==> src/rtl/sdm_pkg.sv <==
package sdm_pkg;

  typedef enum logic {
    RANGE_NORMAL = 1'b0,
    RANGE_ALARM  = 1'b1
  } range_e;

  // Levels on the (CODE_W+1)-bit scale, given the scale width.
  function automatic int unsigned lvl_floor(int unsigned scale_w);
    return 7 << (scale_w - 6);
  endfunction

  function automatic int unsigned lvl_ceil(int unsigned scale_w);
    return 3 << (scale_w - 2);
  endfunction

  function automatic int unsigned lvl_offset(int unsigned scale_w);
    return 1 << (scale_w - 3);
  endfunction

endpackage

==> src/rtl/sdm_code_map.sv <==
module sdm_code_map #(
  parameter int unsigned CODE_W = 16
) (
  input  logic [CODE_W:0] code_i,
  input  logic            alarm_i,
  output logic [CODE_W:0] level_o
);
  import sdm_pkg::*;

  localparam int unsigned SCALE_W = CODE_W + 1;
  localparam logic [CODE_W:0] FLOOR_L = SCALE_W'(lvl_floor(SCALE_W));
  localparam logic [CODE_W:0] CEIL_L  = SCALE_W'(lvl_ceil(SCALE_W));
  localparam logic [CODE_W:0] OFFS_L  = SCALE_W'(lvl_offset(SCALE_W));

  range_e mode;

  always_comb begin
    mode = range_e'(alarm_i);
    unique case (mode)
      RANGE_NORMAL: level_o = {1'b0, code_i[CODE_W-1:0]} + OFFS_L;
      RANGE_ALARM: begin
        if (code_i < FLOOR_L)     level_o = FLOOR_L;
        else if (code_i > CEIL_L) level_o = CEIL_L;
        else                      level_o = code_i;
      end
      default: level_o = OFFS_L;
    endcase
  end

endmodule

==> src/rtl/sdm_word_hold.sv <==
module sdm_word_hold #(
  parameter int unsigned LVL_W = 17,
  parameter logic [LVL_W-1:0] RESET_LVL = '0
) (
  input  logic             clk,
  input  logic             rst_n,
  input  logic             take_i,
  input  logic [LVL_W-1:0] level_i,
  output logic [LVL_W-1:0] level_o
);

  always_ff @(posedge clk) begin
    if (!rst_n)      level_o <= RESET_LVL;
    else if (take_i) level_o <= level_i;
  end

endmodule

==> src/rtl/sdm_loop.sv <==
module sdm_loop #(
  parameter int unsigned LVL_W = 17,
  parameter int unsigned GUARD = 6
) (
  input  logic             clk,
  input  logic             rst_n,
  input  logic             step_i,
  input  logic [LVL_W-1:0] level_i,
  output logic             valid_o,
  output logic             bit_o
);

  localparam int unsigned AW = LVL_W + GUARD + 1;
  localparam logic signed [AW-1:0] FS_S = AW'(2 ** LVL_W);

  logic signed [AW-1:0] acc1, acc2;
  logic signed [AW-1:0] acc1_nx, acc2_nx, drive, fb;
  logic                 qbit;

  always_comb begin
    qbit    = ~acc2[AW-1];
    fb      = qbit ? FS_S : '0;
    drive   = signed'({{(AW-LVL_W){1'b0}}, level_i});
    acc1_nx = acc1 + drive - fb;
    acc2_nx = acc2 + acc1_nx - fb;
  end

  always_ff @(posedge clk) begin
    if (!rst_n) begin
      acc1    <= '0;
      acc2    <= '0;
      valid_o <= 1'b0;
      bit_o   <= 1'b0;
    end else begin
      valid_o <= step_i;
      if (step_i) begin
        acc1  <= acc1_nx;
        acc2  <= acc2_nx;
        bit_o <= qbit;
      end
    end
  end

endmodule

==> src/rtl/sdm_dual_range.sv <==
module sdm_dual_range #(
  parameter int unsigned CODE_W = 16,
  parameter int unsigned GUARD  = 6
) (
  input  logic            clk,
  input  logic            rst_n,
  input  logic            in_valid,
  output logic            in_ready,
  input  logic [CODE_W:0] in_code,
  input  logic            in_alarm,
  input  logic            ce,
  output logic            bit_valid,
  output logic            bit_out
);
  import sdm_pkg::*;

  localparam int unsigned SCALE_W = CODE_W + 1;
  localparam logic [CODE_W:0] ZERO_LVL = SCALE_W'(lvl_offset(SCALE_W));

  logic            rdy_q;
  logic            take;
  logic [CODE_W:0] mapped_level;
  logic [CODE_W:0] held_level;

  always_ff @(posedge clk) begin
    if (!rst_n) rdy_q <= 1'b0;
    else        rdy_q <= 1'b1;
  end

  assign in_ready = rdy_q;
  assign take     = in_valid & rdy_q;

  sdm_code_map #(.CODE_W(CODE_W)) u_map (
    .code_i  (in_code),
    .alarm_i (in_alarm),
    .level_o (mapped_level)
  );

  sdm_word_hold #(.LVL_W(SCALE_W), .RESET_LVL(ZERO_LVL)) u_hold (
    .clk     (clk),
    .rst_n   (rst_n),
    .take_i  (take),
    .level_i (mapped_level),
    .level_o (held_level)
  );

  sdm_loop #(.LVL_W(SCALE_W), .GUARD(GUARD)) u_loop (
    .clk     (clk),
    .rst_n   (rst_n),
    .step_i  (ce),
    .level_i (held_level),
    .valid_o (bit_valid),
    .bit_o   (bit_out)
  );

endmodule

==> config.mk <==
export PLATFORM = sky130hd
export DESIGN_NAME = sdm_dual_range
export DESIGN_NICKNAME = d
export VERILOG_FILES = /design/src/rtl/sdm_pkg.sv /design/src/rtl/sdm_code_map.sv /design/src/rtl/sdm_word_hold.sv /design/src/rtl/sdm_loop.sv /design/src/rtl/sdm_dual_range.sv
export SDC_FILE = /design/constraint.sdc
export NUM_CORES = 1
export LEC_CHECK = 0
export BUFFER_PORTS_ARGS = -buffer_cell sky130_fd_sc_hd__buf_4
export CORE_MARGIN = 5
export CORE_UTILIZATION = 54
export DETAILED_ROUTE_END_ITERATION = 8
export PLACE_DENSITY = 0.72
export SLEW_MARGIN = 20
export SYNTH_ARGS = -nofsm -noshare
export SYNTH_HDL_FRONTEND = slang
export SYNTH_SLANG_ARGS = --single-unit
==> constraint.sdc <==
create_clock -name clk -period 8.1 [get_ports clk]
set_input_delay 0.81 -clock clk [delete_from_list [all_inputs] [get_ports clk]]
set_output_delay 0.81 -clock clk [all_outputs]
set_load 0.01 [all_outputs]
==> results of run 1 <==
==> sequential cells by signal, indices dropped and copies added (netlist names) <==
name,flops
in_ready,1
u_hold.level_o,17
u_loop.acc1,24
u_loop.acc2,24
u_loop.bit_o,1
u_loop.valid_o,1
==> synthesized netlist by cell type, drive strengths merged, types with 16 or more instances <==
library cell and count:
a21o 22, a21oi 38, and2 16, clkbuf 18
dfxtp 68, ha 86, inv 148, mux2i 21
nand2 39, nor2 34, nor2b 36, o21ai 24
xnor2 17, xor2 18
==> stage by stage <==
step | utilization, % | hold WS (ns)
2_1_floorplan | - | 0.425
3_3_place_gp | 58.2 | 0.460
3_5_place_dp | 58.2 | 0.471
4_1_cts | 59.8 | 0.488
5_1_grt | 59.8 | 0.514
6_report | 59.8 | 0.485
==> critical path: stages, from the launching register on <==
cell and delay [ns]:
dfxtp_1 0.35, inv_1 0.06, ha_1 0.27, inv_1 0.04
ha_1 0.34, o21ai_0 0.35, a21o_1 0.21, inv_1 0.06
a31oi_1 0.24, o21bai_1 0.09, a21oi_1 0.23, o21bai_1 0.12
a21oi_1 0.23, xor2_1 0.12, fa_1 0.49, inv_1 0.04
ha_1 0.35, nand2_1 0.07, nor2_1 0.20, nand3_1 0.14
a211o_1 0.29, nand3_1 0.08, a21oi_1 0.07, xnor3_1 0.36
nor2_2 0.10, mux2i_1 0.18
==> cell type report <==
type | count | area [µm²] | share of cell area, %
Clock inverter | 5 | 28.8 | 0.466
Timing Repair Buffer | 25 | 188 | 3.04
Clock buffer | 10 | 138 | 2.23
Sequential cell | 68 | 1360 | 22.1
Tap cell | 136 | 170 | 2.76
Multi-Input combinational cell | 483 | 3730 | 60.4
Inverter | 148 | 556 | 9.00
==> per-layer routing <==
metal	GRT usage [%]	up-vias	part of all wire, %
met1	25.9	2124	50
met2	32.3	68	44
met4	6.41	0	1.4
li1	-	2434	-
met3	3.37	13	3.9
met5	0	-	0
==> how the worst min path moves through the flow <==
stage,startpoint,endpoint,slack [ns],cells after the start
2_1_floorplan,u_loop.acc2[21]$_SDFFE_PN0P_,u_loop.acc2[21]$_SDFFE_PN0P_,0.43,2
3_3_place_gp,u_loop.acc2[1]$_SDFFE_PN0P_,u_loop.acc2[1]$_SDFFE_PN0P_,0.46,1
3_5_place_dp,u_loop.acc1[1]$_SDFFE_PN0P_,u_loop.acc1[1]$_SDFFE_PN0P_,0.47,1
4_1_cts,u_loop.acc1[5]$_SDFFE_PN0P_,u_loop.acc1[5]$_SDFFE_PN0P_,0.49,1
5_1_grt,u_loop.acc1[5]$_SDFFE_PN0P_,u_loop.acc1[5]$_SDFFE_PN0P_,0.51,1
6_report,u_loop.acc1[5]$_SDFFE_PN0P_,u_loop.acc1[5]$_SDFFE_PN0P_,0.49,1
==> logic make-up (layout without fill, tap and decap cells) <==
family | after synthesis | in the layout | share of synthesized area [%]
and+or+nand+nor | 175 | 175 | 16.0
buffers and inverters | 168 | 188 | 11.0
AOI/OAI and AO/OA | 159 | 159 | 19.6
adders and majority gates | 87 | 87 | 19.2
DFF | 68 | 68 | 23.8
xor gates and xnor gates | 36 | 36 | 5.75
muxes | 26 | 26 | 4.66
==> flow_summary_export.csv, run 1 <==
group,metric,value,unit
outcome,status,"completed",
logic_synthesis,yosysSeqAreaShare,23.8,%
finish,nFillCells,923,
floorplanning,rows,37,
logic_synthesis,yosys_warnings,0,
finish,diodes,0,
logic_synthesis,netlist_area,0.00572,mm²
drt,post-route-drc-count,0,
cts,cts-root-buf,"clkbuf_8",
worst_setup_path,reg2reg_setup_slack,2.95,ns
placement,dp.cells,860,
logic_synthesis,synth_cells,719,
drt,ant_nets,0,
floorplanning,core_area,0.0103,mm²
job,drv_cap,0,
worst_setup_path,cp-end-kind,"register",
worst_setup_path,ff2ff_path_depth,25,
cts,path_clk_slew,0.08,ns
floorplanning,dieHeight,113,µm
finish,final_common_cell,"inv_1",
floorplanning,io_pins,25,
worst_setup_path,path_max_fanout,5,
cts,cts_resized,0,
sta,slew_violations,0,
logic_synthesis,yosys_register_bits,68,
worst_setup_path,setup.worst_path.start_class,"register",
sta,slew-limit-headroom,44.1,%
worst_setup_path,endpoint,"u_loop.acc2[23]$_SDFFE_PN0P_",
finish,design_area,0.00617,mm²
floorplanning,die_area,0.0128,mm²
logic_synthesis,syn_avg_cell_area,7.96,µm²
worst_setup_path,crit_start,"u_hold.level_o[5]$_SDFFE_PN0P_",
global_routing,first_global_vias,4718,
placement,hpwl,8960,µm
sta,min_period,5.15,ns
logic_synthesis,synth_area_leader_cell,"dfxtp_1",
finish,nets,844,
worst_setup_path,worst_ep_required_time,8.38,ns
placement,io_buffers,24,
cts,htree_levels,3,
finish,final_layout_size_suffix_gt1_share,7.31,%
sta,rsz0062_at_grt,"no",
placement,dp_slack,2.96,ns
sta,tightestPinTransition,0.839,ns
floorplanning,die_x,113,µm
global_routing,antenna_found_initial,0,
global_routing,grt_usage,19.5,%
worst_setup_path,worstSetupPathType,"reg -> reg",
worst_setup_path,worstReg2RegStart,"u_hold.level_o[5]$_SDFFE_PN0P_",
sta,hold_viol,0,
global_routing,overflow,0,
global_routing,grt_max_degree,75,
global_routing,grt_pass1_wl,20900,µm
drt,wl_per_cell,13.3,µm
sta,setup_tns,0,ns
finish,mostFrequentLayoutCells,"148 x inv_1, 86 x ha_1, 68 x dfxtp_1, 39 x nand2_1, 38 x a21oi_1",
cts,postCtsHoldBufs,0,
cts,clkSinkCount,68,
worst_setup_path,r2r-end,"u_loop.acc2[23]$_SDFFE_PN0P_",
sta,setup_violations,0,
cts,cts_tree,"built",
min_path,hp-class,"reg -> reg",
cts,clk_latency,0.34,ns
logic_synthesis,synth-main-ff-cell,"dfxtp_1",
drt,drt_wl_total,11700,µm
drt,route.vias.total,4639,
sta,clock.fmax,0.194,GHz
finish,area_delta_synth_final,7.83,%
placement,placed_area,0.00600,mm²
sta,fin_skew,0.00889,ns
drt,drt-initial-drc-count,202,
logic_synthesis,synth_cell_type_count,61,
logic_synthesis,synth_top_area_share,23.8,%
finish,instances_no_fill,875,
logic_synthesis,synth_async_sr_flop_share,0,%
logic_synthesis,synthesis.nets,828,
logic_synthesis,synth_edf_count,0,
cts,postCtsSetupBuffers,0,
floorplanning,start_util,55.4,%
placement,globalplace.congestion,0.888,
drt,dr.pass1.iters,4,
worst_setup_path,crit_arrival,5.43,ns
cts,clockBufferDepth,2,
drt,vias_per_cell,5.30,
sta,fin_ws,2.95,ns
logic_synthesis,ys_top_cells_by_area,"dfxtp_1 24%, ha_1 19%, inv_1 9.7%",
cts,cts_made_buffers,9,
sta,post-route-period-util,63.6,%
Power of run 1 is left out: the tool's default activity adds up to more than one toggle a clock period on the data nets, which glitch-free logic cannot reach.
==> run 2: changes to the inputs <==
- PLACE_DENSITY: 0.72 -> 0.75
- clock period: 8.1 -> 4.54 ns (I/O delays scaled with it)
==> flow_summary_export.csv, run 2 (synthesis gave the netlist of run 1 again) <==
group,metric,value,unit
worst_setup_path,crit_arrival,4.99,ns
outcome,status,"finished with violations",
cts,path_clk_slew,0.08,ns
finish,final_common_cell,"buf_4",
global_routing,grt_usage,22.6,%
drt,wl_per_cell,15.8,µm
worst_setup_path,path_max_fanout,3,
global_routing,antenna_found_initial,0,
sta,fin_skew,0.0134,ns
placement,hpwl,10100,µm
floorplanning,die_x,113,µm
drt,vias_per_cell,5.54,
drt,ant_nets,0,
drt,drt-initial-drc-count,256,
finish,diodes,0,
sta,post-route-period-util,103,%
worst_setup_path,worstSetupPathType,"reg -> reg",
finish,area_delta_synth_final,31.8,%
finish,largestRegisters,"u_loop.acc1 x24, u_loop.acc2 x24, u_hold.level_o x17",
sta,setup_violations,2,
cts,cts-root-buf,"clkbuf_8",
drt,drt_wl_total,15500,µm
sta,rsz0062_at_grt,"yes",
floorplanning,start_util,55.4,%
sta,hold_viol,0,
worst_setup_path,cp-end-kind,"register",
floorplanning,rows,37,
min_path,hp-class,"in -> reg",
drt,post-route-drc-count,0,
global_routing,grt_max_degree,75,
sta,clock.fmax,0.213,GHz
cts,clkSinkCount,68,
finish,nets,950,
finish,mostFrequentLayoutCells,"129 x buf_4, 127 x inv_1, 63 x ha_1, 56 x dfxtp_1, 38 x nand2_1",
global_routing,overflow,0,
global_routing,grt_pass1_wl,23800,µm
floorplanning,die_area,0.0128,mm²
sta,min_period,4.69,ns
floorplanning,io_pins,25,
placement,globalplace.congestion,0.864,
cts,cts_tree,"built",
sta,setup_tns,-0.151,ns
worst_setup_path,worst_ep_required_time,4.84,ns
cts,clockBufferDepth,2,
finish,final_util,73.0,%
cts,cts_made_buffers,9,
worst_setup_path,setup.worst_path.start_class,"register",
cts,htree_levels,3,
floorplanning,dieHeight,113,µm
outcome,violations,"setup timing",
placement,io_buffers,24,
drt,dr.pass1.iters,4,
sta,slew-limit-headroom,44.5,%
floorplanning,core_area,0.0103,mm²
global_routing,first_global_vias,5318,
job,drv_cap,0,
cts,clk_latency,0.36,ns
finish,final_layout_size_suffix_gt1_share,31.1,%
cts,postCtsHoldBufs,0,
sta,tightestPinTransition,0.833,ns
sta,slew_violations,0,
sta,fin_ws,-0.149,ns
drt,route.vias.total,5437,
## run 2: changes by cell type in the layout (fill, tap and decap cells not counted), sizes merged
| cell | before | now |
|---|---|---|
| clkinv | 5 | 0 |
| buf | 25 | 131 |
| clkinvlp | 0 | 4 |
| bufinv | 0 | 1 |
| clkbuf | 10 | 11 |
## run 2: worst max-delay path, stage by stage, from the launching register on
cell	delay [ns]
dfxtp_2	0.33
inv_1	0.06
ha_1	0.31
inv_2	0.05
ha_4	0.27
inv_2	0.06
nor2_4	0.12
or4b_4	0.48
a211oi_4	0.35
nor3_4	0.09
o31ai_2	0.30
nor2_1	0.12
xor2_2	0.18
ha_1	0.30
inv_2	0.05
ha_4	0.27
nand4_1	0.11
inv_1	0.11
nand3_2	0.11
a211o_1	0.29
nand3_2	0.09
a21oi_2	0.06
xnor3_1	0.19
nor2_2	0.12
mux2i_1	0.19
## run 2: layout make-up
class                      count  area, µm²
multi-input combinational    483       4230
fill                         678       2780
sequential                    68       1380
timing repair buffer         131        991
inverter                     148        558
tap                          136        170
clock buffer                  11        151
clock inverter                 5       60.1
## run 2: final timing paths
kind                                                    from                              end  slack (ns)  depth (start not counted)
worst max-delay path            u_loop.acc1[13]$_SDFFE_PN0P_     u_loop.acc2[23]$_SDFFE_PN0P_       -0.15                         24
worst max register to register  u_loop.acc1[13]$_SDFFE_PN0P_     u_loop.acc2[23]$_SDFFE_PN0P_       -0.15                         24
worst min register to register  u_loop.acc2[21]$_SDFFE_PN0P_     u_loop.acc2[21]$_SDFFE_PN0P_        0.47                          2
worst min-delay path                             in_code[11]  u_hold.level_o[11]$_SDFFE_PN0P_        0.37                          3
## run 2: layer usage
| layer | global-route usage [%] | vias to the layer above | routed length (µm) |
|---|---|---|---|
| li1 | - | 2645 | - |
| met1 | 26.6 | 2570 | 6420 |
| met2 | 40.6 | 156 | 7720 |
| met3 | 4.06 | 66 | 688 |
| met4 | 8.49 | 0 | 693 |
| met5 | 0 | - | 0 |
## run 2: timing repair
action | 4_1_cts | 5_1_grt
resized for setup | 38 | 81
setup endpoints to repair | 10 | 9
gates cloned | 0 | 0
buffers inserted | 8 | 12
pin swaps | 17 | 50
## run 2: stage by stage
| stage | setup slack, ns | hold WS, ns | instance area [µm²] | instances |
|---|---|---|---|---|
| after floorplan | 0.00996 | 0.425 | 5720 | 719 |
| after global placement | -0.378 | 0.443 | 6650 | 946 |
| after detailed placement | -0.460 | 0.453 | 6650 | 946 |
| after CTS | 0.0202 | 0.353 | 7150 | 970 |
| after global routing | -0.364 | 0.350 | 7540 | 982 |
| final | -0.149 | 0.366 | 7540 | 982 |
Power of run 2 is left out for the same reason.
